[src/rtl/por_pkg.sv]
package por_pkg;
  typedef enum logic {
    SEQ_HOLD = 1'b0,
    SEQ_LIVE = 1'b1
  } seq_state_e;
endpackage

[src/rtl/por_sync.sv]
module por_sync #(
  parameter int WIDTH  = 1,
  parameter int STAGES = 2
) (
  input  logic             clk,
  input  logic             rst_n,
  input  logic [WIDTH-1:0] d,
  output logic [WIDTH-1:0] q
);
  localparam int CHAIN_W = WIDTH * STAGES;

  logic [CHAIN_W-1:0] chain_q, chain_d;

  generate
    if (STAGES > 1) begin : g_multi
      always_comb chain_d = {chain_q[CHAIN_W-WIDTH-1:0], d};
    end else begin : g_single
      always_comb chain_d = d;
    end
  endgenerate

  always_ff @(posedge clk or negedge rst_n) begin
    if (!rst_n) chain_q <= '0;
    else        chain_q <= chain_d;
  end

  assign q = chain_q[CHAIN_W-1 -: WIDTH];
endmodule

[src/rtl/por_delay_cnt.sv]
module por_delay_cnt #(
  parameter int LIMIT = 60000,
  parameter int W     = $clog2(LIMIT + 1)
) (
  input  logic         clk,
  input  logic         rst_n,
  input  logic         en,
  output logic         done,
  output logic [W-1:0] cnt
);
  localparam logic [W-1:0] LAST = W'(LIMIT - 1);

  logic [W-1:0] cnt_q, cnt_d;

  always_comb begin
    done  = en && (cnt_q == LAST);
    cnt_d = (!en || done) ? '0 : cnt_q + 1'b1;
  end

  always_ff @(posedge clk or negedge rst_n) begin
    if (!rst_n) cnt_q <= '0;
    else        cnt_q <= cnt_d;
  end

  assign cnt = cnt_q;

  // a missing enable clears the count, so the next attempt starts from zero
  a_r4_cnt_restart: assert property (@(posedge clk) disable iff (!rst_n)
    !en |=> (cnt_q == '0));
endmodule

[src/rtl/por_reset_seq.sv]
module por_reset_seq
  import por_pkg::*;
#(
  parameter int CLK_HZ   = 12_000_000,
  parameter int DELAY_US = 5000
) (
  input  logic clk,
  input  logic ext_rst_n,
  input  logic supply_ok,
  input  logic osc_run,
  input  logic usb_bus_rst,
  output logic core_rst_n,
  output logic rst_pin_lvl,
  output logic rst_pin_oe,
  output logic if_float
);
  localparam longint DELAY_L   = (longint'(CLK_HZ) / 1000) * DELAY_US / 1000;
  localparam int     DELAY_CYC = (DELAY_L < 2) ? 2 : int'(DELAY_L);
  localparam int     CNT_W     = $clog2(DELAY_CYC + 1);

  logic [2:0]       raw_in, sync_out;
  logic             ext_s, sup_s, osc_s, cond_s;
  logic             dly_en, dly_done;
  logic [CNT_W-1:0] dly_cnt;
  seq_state_e       st_q, st_d;

  assign raw_in = {ext_rst_n, supply_ok, osc_run};

  por_sync #(.WIDTH(3), .STAGES(2)) u_sync (
    .clk   (clk),
    .rst_n (ext_rst_n),
    .d     (raw_in),
    .q     (sync_out)
  );

  assign {ext_s, sup_s, osc_s} = sync_out;
  assign cond_s = ext_s && sup_s && osc_s;
  assign dly_en = (st_q == SEQ_HOLD) && cond_s;

  por_delay_cnt #(.LIMIT(DELAY_CYC), .W(CNT_W)) u_dly (
    .clk   (clk),
    .rst_n (ext_rst_n),
    .en    (dly_en),
    .done  (dly_done),
    .cnt   (dly_cnt)
  );

  always_comb begin
    st_d = st_q;
    unique case (st_q)
      SEQ_HOLD: if (dly_done) st_d = SEQ_LIVE;
      SEQ_LIVE: if (!cond_s)  st_d = SEQ_HOLD;
      default:                st_d = SEQ_HOLD;
    endcase
  end

  always_ff @(posedge clk or negedge ext_rst_n) begin
    if (!ext_rst_n) st_q <= SEQ_HOLD;
    else            st_q <= st_d;
  end

  assign core_rst_n  = (st_q == SEQ_LIVE);
  assign rst_pin_lvl = (st_q == SEQ_LIVE);
  assign rst_pin_oe  = !ext_s || (st_q == SEQ_LIVE);
  assign if_float    = (st_q != SEQ_LIVE);

  // release happens only on the edge after the counter reaches its last value
  a_r2_release_on_count: assert property (@(posedge clk) disable iff (!ext_rst_n)
    $rose(core_rst_n) |-> $past(dly_done));

  // a missing condition holds or reasserts reset by the next edge
  a_r3_hold_without_cond: assert property (@(posedge clk) disable iff (!ext_rst_n)
    !cond_s |=> !core_rst_n);

  // once released the delay counter sits idle at zero
  a_r6_cnt_idle_live: assert property (@(posedge clk) disable iff (!ext_rst_n)
    core_rst_n |-> (dly_cnt == '0));

  // a bus reset never pulls down a released reset while conditions hold
  a_r7_bus_reset_ignored: assert property (@(posedge clk) disable iff (!ext_rst_n)
    (usb_bus_rst && core_rst_n && cond_s) |=> core_rst_n);

  // while the synchronised external reset is high and reset is held, pin floats
  a_r5_pin_float_wait: assert property (@(posedge clk) disable iff (!ext_rst_n)
    (ext_s && !core_rst_n) |-> !rst_pin_oe);
endmodule

[config.mk]
export PLATFORM = sky130hd
export DESIGN_NAME = por_reset_seq
export DESIGN_NICKNAME = d
export VERILOG_FILES = /design/src/rtl/por_pkg.sv /design/src/rtl/por_sync.sv /design/src/rtl/por_delay_cnt.sv /design/src/rtl/por_reset_seq.sv
export SDC_FILE = /design/constraint.sdc
export NUM_CORES = 1
export LEC_CHECK = 0
export BUFFER_PORTS_ARGS = -buffer_cell sky130_fd_sc_hd__buf_2
export CAP_MARGIN = 20
export CORE_MARGIN = 5
export CORE_UTILIZATION = 50
export CTS_BUF_LIST = sky130_fd_sc_hd__clkbuf_2 sky130_fd_sc_hd__clkbuf_4 sky130_fd_sc_hd__clkbuf_8
export CTS_CLUSTER_DIAMETER = 30
export DETAILED_ROUTE_END_ITERATION = 16
export GPL_ROUTABILITY_DRIVEN = 0
export PLACE_DENSITY_LB_ADDON = 0.12
export SYNTH_ARGS = -nofsm -noshare
export SYNTH_HDL_FRONTEND = slang
export SYNTH_SLANG_ARGS = --single-unit
[constraint.sdc]
create_clock -name clk -period 1.55 [get_ports clk]
set_input_delay 0.155 -clock clk [delete_from_list [all_inputs] [get_ports clk]]
set_output_delay 0.155 -clock clk [all_outputs]
set_load 0.005 [all_outputs]
; Yosys cells after proc, flatten, opt, wreduce, memory -nomap -nowiden
; Index checks and enable logic that the tools add are counted.
[totals]
ff_bits = 23
word_cells = 18
out_inout_bits = 4
[op_classes]
eq_ne = 1
bitwise = 1
n_mux = 4
addsub = 1
reduce_logical = 8
[ops]
columns = cell, count
row1 = "16-bit by 1-bit adder with 16-bit output, second input constant", 1
row2 = "16-bit equality test, second input constant", 1
row3 = 16-bit 2-to-1 mux, 1
row4 = 1-bit logical AND, 4
row5 = 1-bit logical NOT, 2
row6 = 1-bit logical OR, 2
row7 = 1-bit 2-to-1 mux, 2
row8 = 1-bit one-hot mux with 2 select lines, 1
row9 = 1-bit NOT, 1

; Longest topological paths before layout
; Gate-level depths: netlist of run 1.
[logic_depth]
word_depth = 6
ltp_mapped = 7
mapped_depth_nobuf = 5

; Hierarchy
; From an unflattened synthesis of run 1, not the netlist that was laid out.
[unflattened]
hier_cells = 100
hier_area_um2 = 1053.5
[by_module_without_submodules]
columns = mod, n_inst, seq_area_each_um2, cells_per_inst, area_each_um2
row1 = por_delay_cnt, 1, 400.4, 83, 820.8
row2 = por_sync, 1, 150.1, 9, 172.7
row3 = por_reset_seq, 1, 25.0, 8, 60.1

; Worst setup path before layout of run 1
; No wires, ideal clock.
[synth_timing]
path_type = reg2reg
from = reg u_dly.cnt_q[0] (netlist: u_dly.cnt[0])
to = reg u_dly.cnt_q[14] (netlist: u_dly.cnt[14])
n_path_buf = 2
required_ns = 1.481
path_stages_with_launch = 8
arrival_ns = 1.524
setup_time_ns = 0.069
path_slack_ns = -0.043
cell_sequence = dfrtp_1 -> ha_1 -> and4_1 -> a41oi_2 -> nand2b_1 -> buf_6 -> buf_12 -> nor2_4
[synth_between]
elab_chain_cells = 4
word_cells_on_any_way = 5
cone_classes = add/sub: 1 / eq/ne: 1 / mux: 1 / reduce/logical: 2
[synth_lines]
columns = element, line
row1 = from (decl), por_delay_cnt.sv:13  ; logic [W-1:0] cnt_q, cnt_d;
row2 = from (signal assigned), por_delay_cnt.sv:22  ; else cnt_q <= cnt_d;
row3 = branches (longest 3 deep; another with 16-bit by 1-bit adder with 16-bit output), -
row4 = 16-bit 2-to-1 mux *, por_delay_cnt.sv:17  ; cnt_d = (!en || done) ? '0 : cnt_q + 1'b1;
row5 = via u_dly.cnt_d[14], por_delay_cnt.sv:13
; Mark *: on every way through the listed nets, which the timed path passes.

; Worst setup path in the final report of run 1
[layout_timing]
from = reg u_dly.cnt_q[0] (netlist: u_dly.cnt[0])
to = reg u_dly.cnt_q[12] (netlist: u_dly.cnt[12])
; The elaborated chain is that of the path after synthesis.

==> results of run 1 <==
## final cells by class
class	instances	share of cell area, %
Tap cell	28	2.574
Multi-Input combinational cell	65	38.33
Clock buffer	4	2.206
Inverter	4	1.103
Sequential cell	23	42.28
Timing Repair Buffer	21	13.51
## cells in the mapped netlist (all sizes together)
library cell,number,area (µm²)
ha,1,12.51
a41oi,1,16.27
nor3b,1,7.510
xnor2,11,96.34
nand3,7,35.03
buf,4,46.29
xor2,3,26.28
inv,4,15.01
nor2,19,136.4
nor4bb,1,10.01
nand4,4,37.53
and4b,1,10.01
nand2,6,22.52
nand2b,1,6.260
and4,1,8.760
nor3,5,25.02
nor4,3,18.77
dfrtp,23,575.6
## state kept, by name, summed over array words and instances (netlist names)
name / flops
u_dly.cnt: 16
u_sync.chain_q: 6
core_rst_n: 1
## per-stage QoR
| stage | worst slack, ns | setup TNS [ns] | total power [mW] | hold WS [ns] |
|---|---|---|---|---|
| finish | 0.04904 | 0 | 0.9600 | 0.2445 |
| global route | -0.03309 | -0.08445 | 1.010 | 0.2593 |
| CTS | 0.001252 | 0 | 0.9680 | 0.2359 |
| detailed placement | -0.001835 | -0.001835 | 0.6667 | 0.03969 |
| global placement | 0.05808 | 0 | 0.6653 | 0.03649 |
| floorplan | 0.001900 | 0 | 0.6429 | -0.1406 |
## worst max-delay path: cells and delay by family, from the launching register on
kind / cells / cell delay, ns
buffers and inverters: 1 / 0.17
and+or+nand+nor: 3 / 0.40
adders and majority gates: 1 / 0.19
AOI/OAI and AO/OA: 1 / 0.24
DFF: 1 / 0.43
## kinds of logic (layout without fill, tap and decap cells)
group,after synthesis,count (layout),share of synthesized area [%]
flops,23,23,52.04
xor+xnor,14,14,11.09
simple gates,49,49,28.73
compound gates,1,1,1.471
fa+ha+maj,1,1,1.131
buf+inv,8,29,5.542
## power breakdown
group	internal [mW]	switching, mW	total, mW
logic	0.0262	0.0303	0.0566
clock network	0.118	0.173	0.291
registers	0.609	0.00379	0.613
## how the worst min path moves through the flow
stage | start | end
final | ext_rst_n | u_dly.cnt[10]
after global routing | ext_rst_n | u_dly.cnt[10]
after CTS | ext_rst_n | u_dly.cnt[10]
after detailed placement | ext_rst_n | u_dly.cnt[14]
after global placement | ext_rst_n | u_dly.cnt[14]
after floorplan | ext_rst_n | core_rst_n
## metal layers
layer  track usage, %  vias to the layer above
met3            2.715                        2
li1                 -                      365
met1            17.92                      353
met2            21.04                       13
met4            4.967                        0
met5                0                        -
## what timing repair did
action	4_1_cts	5_1_grt
pin swaps	1	1
resized for setup	4	7
hold buffers	3	0
buffers inserted	1	1
endpoints found under the hold margin	11	0
setup endpoints to repair	2	16
gates cloned	1	0
==> run_results.csv, run 1 <==
group,metric,value,unit
outcome,status,"finished clean",
power,p_per_area,705.2,nW/µm²
setup_path,critical-path-slowest-cell,"dfrtp_1",
cts,cts_root_buf,"clkbuf_4",
setup_path,cp_max_fo,5,
yosys,syn_inst,96,
timing,final_max_slew_viol_count,0,
place,dp_hpwl,1288,µm
floorplanning,fp-row-count,17,
setup_path,worstPathCellList,"ha_4, and4_4, a41oi_2, nand2b_4, buf_16, nor2_4",
setup_path,rrSetupSlack,0.05,ns
timing,setup_violations,0,
timing,fmax,666.2,MHz
final_layout,multi_input_area,521.8,µm²
yosys,ys_seq_elements,23,
setup_path,end_kind,"register",
yosys,synth_nets,102,
setup_path,timing.rr.end,"u_dly.cnt[12]",
floorplanning,core,2170,µm²
final_layout,final_common_cell,"dfrtp_1",
setup_path,cpPeakStageDelay,0.43,ns
place,portBuffers,7,
final_layout,nFillCells,188,
yosys,synth_cell_types,23,
floorplanning,die_x,57.04,µm
final_layout,regArea,575.6,µm²
route,viasPerCell,5.055,
run,cap_violations,0,
yosys,syn_avg_cell_area,11.52,µm²
setup_path,worstRegToRegCells,6,
route,wirelength,1967,µm
timing,hold_viol,0,
global_routing,overflow,0,
setup_path,worstSetupPathType,"register to register",
global_routing,grt_max_degree,15,
route,wl_per_cell,13.57,µm
cts,clock_sinks,23,
floorplanning,start_util,50.98,%
route,top_layer,"met4",
setup_path,crit_start,"u_dly.cnt[0]",
timing,skew,0.009511,ns
route,met3_length,46,µm
floorplanning,ios,9,
cts,cts_max_level,1,
yosys,ys_seq_area_share,52.04,%
yosys,synth_area,1106,µm²
cts,clock_tree.buffer_depth,2,
final_layout,area_delta_synth_final,23.08,%
final_layout,drive_above_1_share,35.90,%
worst_hold_path,worst_hold_path_type,"input pin to asynchronous set/reset pin",
route,postRouteAntennaNets,0,
cts,cts_made_buffers,3,
cts,cts_tree,"done",
setup_path,endpoint,"u_dly.cnt[12]",
floorplanning,dieArea,3253,µm²
final_layout,design_area,1361,µm²
route,met2_length,1002,µm
timing,rsz0062_at_grt,"true",
route,vias,733,
timing,period_needed,1.501,ns
global_routing,antenna_found_initial,0,
route,drt-initial-drc-count,7,
setup_path,worstPathRequired,1.79,ns
yosys,yosys_warnings,0,
cts,clock_latency,0.31,ns
place,post-place-cells,135,
timing,max_slew.worst_pin.slew,0.3475,ns
final_layout,layout.nets,124,
power,peakVddDrop,641.2,µV
final_layout,stdcell_count,145,
global_routing,grt_pass1_wl,3394,µm
floorplanning,chipHeight,57.04,µm
global_routing,track_usage,13.28,%
setup_path,r2r_start,"u_dly.cnt[0]",
timing,slew_headroom,76.50,%
setup_path,startpoint_type,"register",
final_layout,layout_common_cells,"dfrtp_1 (23), xnor2_1 (11), nor2_4 (8), nor2_1 (8), buf_4 (8)",
timing,fin_crit_sh,96.84,%
global_routing,grt_pass1_vias,749,
power,p_leak,0.5479,nW
route,drt-pass1-iter-count,4,
final_layout,final_util,62.75,%
setup_path,worst_ep_arrival_time,1.74,ns
place,dpl-instance-area,1205,µm²
route,drt-met1-wl,886,µm
route,drc,0,
final_layout,n_antenna_cell,0,
cts,clk_pin_slew,0.13,ns
Power figures use the tool's default switching activity.
==> inputs of run 2 (changes only) <==
Settings changed: GPL_TIMING_DRIVEN from default to 0.
==> run 2 against run 1 <==
Die area stayed put. Sequential power hardly changed. Via count is 0.55% lower. Critical path type unchanged. Largest cell class unchanged. Largest power group unchanged. Highest routed layer unchanged.
==> run_results.csv, run 2 (same netlist as run 1, synthesis figures left out) <==
group,metric,value,unit
timing,hold_viol,0,
route,drt-pass1-iter-count,4,
place,dp_hpwl,1286,µm
run,cap_violations,0,
global_routing,track_usage,13.64,%
timing,period_needed,1.540,ns
cts,cts_max_level,1,
final_layout,final_util,61.36,%
timing,final_max_slew_viol_count,0,
setup_path,r2r_start,"u_dly.cnt[0]",
global_routing,grt_pass1_wl,3381,µm
cts,clock_latency,0.31,ns
power,peakVddDrop,564.0,µV
timing,slew_headroom,65.41,%
cts,cts_tree,"done",
place,dpl-instance-area,1179,µm²
final_layout,layout_common_cells,"dfrtp_1 (22), xnor2_1 (11), nor2_4 (9), nor2_1 (9)",
cts,cts_made_buffers,3,
global_routing,antenna_found_initial,0,
setup_path,worstRegToRegCells,7,
power,power_frac_comb,5.6,%
final_layout,n_antenna_cell,0,
setup_path,endpoint,"u_dly.cnt[0]",
floorplanning,core,2170,µm²
timing,fin_crit_sh,99.34,%
timing,skew,0.001727,ns
global_routing,overflow,0,
power,p_clk_share,29.9,%
floorplanning,dieArea,3253,µm²
power,total_power,0.9496,mW
setup_path,rrSetupSlack,0.01,ns
setup_path,crit_start,"u_dly.cnt[0]",
power,p_leak,0.5064,nW
final_layout,drive_above_1_share,33.91,%
timing,rsz0062_at_grt,"true",
final_layout,multi_input_area,508.0,µm²
final_layout,stdcell_count,143,
floorplanning,die_x,57.04,µm
final_layout,regArea,576.8,µm²
timing,fmax,649.5,MHz
floorplanning,start_util,50.98,%
timing,max_slew.worst_pin.slew,0.5188,ns
setup_path,worstSetupPathType,"register to register",
cts,clock_sinks,23,
final_layout,design_area,1331,µm²
setup_path,worst_ep_arrival_time,1.79,ns
setup_path,startpoint_type,"register",
timing,fin_hold_ws,0.3253,ns
route,wirelength,1977,µm
outcome,status,"finished clean",
route,drc,0,
route,viasPerCell,5.098,
global_routing,grt_pass1_vias,730,
power,intPower,0.7307,mW
final_layout,area_delta_synth_final,20.36,%
route,vias,729,
place,post-place-cells,131,
final_layout,nFillCells,195,
timing,setup_violations,0,
cts,clk_pin_slew,0.13,ns
global_routing,grt_max_degree,25,
setup_path,end_kind,"register",
final_layout,layout.nets,122,
power,swShare,23.05,%
setup_path,timing.rr.end,"u_dly.cnt[0]",
route,wl_per_cell,13.83,µm
floorplanning,ios,9,
floorplanning,fp-row-count,17,
route,drt-initial-drc-count,8,
cts,cts_root_buf,"clkbuf_4",
power,p_sw,0.2189,mW
setup_path,cp_max_fo,8,
floorplanning,chipHeight,57.04,µm
power,pwr-share-seq,64.5,%
final_layout,largest_reg_flops,16,
place,portBuffers,7,
cts,clock_tree.buffer_depth,2,
worst_hold_path,worst_hold_path_type,"input pin to asynchronous set/reset pin",
setup_path,worstPathRequired,1.80,ns
final_layout,final_common_cell,"dfrtp_1",
route,postRouteAntennaNets,0,
power,p_per_area,713.3,nW/µm²
==> run 2: how the worst min path moves through the flow <==
stage | to | depth (start not counted) | slack [ns] | startpoint
floorplan | core_rst_n | 0 | -0.14 | ext_rst_n
global placement | u_dly.cnt[2] | 1 | 0.15 | ext_rst_n
detailed placement | u_dly.cnt[5] | 1 | 0.16 | ext_rst_n
CTS | u_dly.cnt[5] | 2 | 0.34 | ext_rst_n
global route | u_dly.cnt[2] | 2 | 0.34 | ext_rst_n
finish | u_dly.cnt[2] | 2 | 0.33 | ext_rst_n
==> run 2: power groups by stage <==
stage                     clock network [mW]  logic (mW)  registers (mW)
after global routing                   0.332      0.0595           0.614
final                                  0.284      0.0530           0.613
after global placement                     0      0.0373           0.625
after CTS                              0.292      0.0476           0.613
after detailed placement                   0      0.0380           0.625
after floorplan                            0      0.0187           0.624
==> run 2: area by class of cell <==
type                    instances  area share [%]
clock buffers                   3           1.692
inverters                       4           1.128
clock inverters                 1          0.5639
well taps                      28           2.632
repair buffers                 15           9.023
flip-flops and latches         23           43.33
plain buffers                   4           3.477
multi-input cells              65           38.16
==> run 2: what timing repair did <==
item,CTS,global route
setup buffers,2,2
hold buffers,3,0
gates cloned,0,1
resized for setup,4,3
endpoints found under the setup margin,13,11
hold endpoints to repair,25,0
pin swaps,3,10
==> run 2: critical path: stages, from the launching register on <==
cell	delay [ns]
dfrtp_2	0.45
ha_4	0.18
and4_4	0.17
a41oi_2	0.20
nand2b_1	0.09
buf_6	0.15
clkbuf_16	0.16
nor2_2	0.08
==> run 2: metal layers <==
layer  global-route usage, %  wire, µm  up-vias
li1                        -         -      358
met1                   17.45       881      354
met2                   22.35      1017       13
met3                   2.715        47        4
met4                   5.960        31        0
met5                       0         0        -
==> run 2: stage by stage <==
step / TNS, ns / setup slack (ns)
after floorplan: 0 / 0.001900
after global placement: -1.257 / -0.1291
after detailed placement: -1.307 / -0.1342
after CTS: 0 / 0.008979
after global routing: -0.3604 / -0.06500
final: 0 / 0.01028
==> inputs of run 3 (changes only) <==
Settings changed: RECOVER_POWER from default to 50.
Clock period 1.55 ns to 1.92 ns, I/O delays scaled along.
==> run 3 against run 2 <==
Die area unchanged. Clock power fell by 22%. Register-to-register slack gained 0.16 ns. Sequential power decreased by 19%. Combinational power fell by 37%. Sequential cell count unchanged. Largest power group unchanged. Highest routed layer unchanged.
==> run_results.csv, run 3 (same netlist as run 1, synthesis figures left out) <==
group,metric,value,unit
place,portBuffers,7,
timing,rsz0062_at_grt,"false",
cts,cts_hold_buffers,3,
setup_path,cp_top_family,"flip-flops",
route,postRouteAntennaNets,0,
route,wl_per_cell,12.75,µm
setup_path,startpoint_type,"register",
timing,hold_viol,0,
cts,cts_resized,0,
cts,cts_root_buf,"clkbuf_4",
timing,slew_headroom,18.84,%
power,p_leak,0.4726,nW
timing,skew,0.001343,ns
setup_path,worst_ep_arrival_time,2.01,ns
floorplanning,ios,9,
final_layout,drive_above_1_share,24.55,%
worst_hold_path,worst_hold_path_type,"register to register",
setup_path,worstPathCellList,"ha_1, and4_1, a41oi_2, nand2b_1, buf_6, buf_12, nor2_4",
setup_path,cp_max_fo,10,
timing,setup_violations,0,
cts,cts_made_buffers,3,
timing,setup_tns,0,ns
route,wirelength,1759,µm
floorplanning,fp-row-count,17,
floorplanning,die_x,57.04,µm
power,p_per_area,608.2,nW/µm²
setup_path,rrSetupSlack,0.17,ns
worst_hold_path,worstHoldStart,"u_sync.chain_q[0]",
route,vias,704,
timing,period_needed,1.753,ns
power,total_power,0.7510,mW
final_layout,layout.nets,117,
setup_path,cpPeakStageDelay,0.46,ns
global_routing,grt_max_degree,25,
global_routing,grt_pass1_wl,3312,µm
setup_path,r2r_start,"u_dly.cnt[0]",
route,drt-pass1-iter-count,4,
timing,fin_crit_sh,91.32,%
cts,cts_setup_buffers,0,
cts,clock_sinks,23,
cts,cts_tree,"done",
floorplanning,dieArea,3253,µm²
power,peakVddDrop,446.6,µV
final_layout,largest_reg_flops,16,
setup_path,timing.rr.end,"u_dly.cnt[12]",
final_layout,final_common_cell,"dfrtp_1",
final_layout,area_delta_synth_final,11.65,%
setup_path,critical-path-slowest-cell,"dfrtp_1",
global_routing,antenna_found_initial,0,
setup_path,end_kind,"register",
cts,clock_tree.buffer_depth,2,
setup_path,worstSetupPathType,"register to register",
final_layout,n_antenna_cell,0,
setup_path,worstRegToRegCells,7,
setup_path,worstPathRequired,2.17,ns
worst_hold_path,min_to,"u_sync.chain_q[3]",
place,dp_hpwl,1279,µm
final_layout,layout_common_cells,"dfrtp_1 (23), xnor2_1 (11), nor2_1 (9)",
final_layout,nFillCells,204,
outcome,status,"finished clean",
timing,max_slew.worst_pin.slew,1.217,ns
cts,clock_latency,0.31,ns
timing,final_max_slew_viol_count,0,
global_routing,overflow,0,
setup_path,path_buf_inv,2,
route,viasPerCell,5.101,
floorplanning,chipHeight,57.04,µm
global_routing,track_usage,13.04,%
run,cap_violations,0,
route,drc,0,
worst_hold_path,hold_path_depth,0,
cts,cts_max_level,1,
cts,clk_pin_slew,0.12,ns
global_routing,grt_pass1_vias,708,
floorplanning,start_util,50.98,%
floorplanning,core,2170,µm²
timing,fmax,570.3,MHz
route,drt-initial-drc-count,22,
## run 3: cell count changes in the layout (fill, tap and decap cells not counted), sizes merged
cell	change
buf	-5
## run 3: worst register-to-register path, stage by stage, from the launching register on
cell      delay [ns]
dfrtp_1         0.46
ha_1            0.29
and4_1          0.26
a41oi_2         0.21
nand2b_1        0.09
buf_6           0.14
buf_12          0.15
nor2_4          0.10
## run 3: worst max path at each step
stage                         end    startpoint  slack [ns]  cells after the start
floorplan           u_dly.cnt[14]  u_dly.cnt[0]        0.33                      7
global placement     u_dly.cnt[9]  u_dly.cnt[0]        0.20                      7
detailed placement   u_dly.cnt[8]  u_dly.cnt[0]        0.18                      7
CTS                 u_dly.cnt[12]  u_dly.cnt[0]        0.14                      7
global route        u_dly.cnt[12]  u_dly.cnt[0]        0.06                      7
finish              u_dly.cnt[12]  u_dly.cnt[0]        0.17                      7
## run 3: power by group
group	switching (mW)	internal (mW)
Clock	0.143	0.0794
Sequential	0.00341	0.492
Combinational	0.0205	0.0130
Total	0.167	0.584
## run 3: area by class of cell
class / count / area, µm² / share of cell area (%)
Clock buffer: 3 / 22.52 / 1.824
Inverter: 4 / 15.01 / 1.216
Tap cell: 28 / 35.03 / 2.837
Sequential cell: 23 / 575.6 / 46.61
Multi-Input combinational cell: 65 / 469.2 / 37.99
Timing Repair Buffer: 10 / 63.81 / 5.167
Buffer: 4 / 46.29 / 3.749
Clock inverter: 1 / 7.507 / 0.6079
## run 3: per-stage QoR
step | instances | setup slack [ns] | util (%) | area, µm² | hold slack (ns)
6_report | 138 | 0.1666 | 56.92 | 1235 | 0.3620
5_1_grt | 138 | 0.05655 | 56.92 | 1235 | 0.3723
2_1_floorplan | 96 | 0.3269 | - | 1106 | -0.1036
3_3_place_gp | 131 | 0.2008 | 54.21 | 1176 | 0.1882
4_1_cts | 138 | 0.1409 | 56.98 | 1236 | 0.3657
3_5_place_dp | 131 | 0.1826 | 54.21 | 1176 | 0.1948
## run 3: per-layer routing
metal	global-route usage, %	up-vias	wire, µm
met2	21.21	8	893
met3	2.715	4	46
li1	-	352	-
met1	17.07	340	788
met4	4.967	0	31
met5	0	-	0
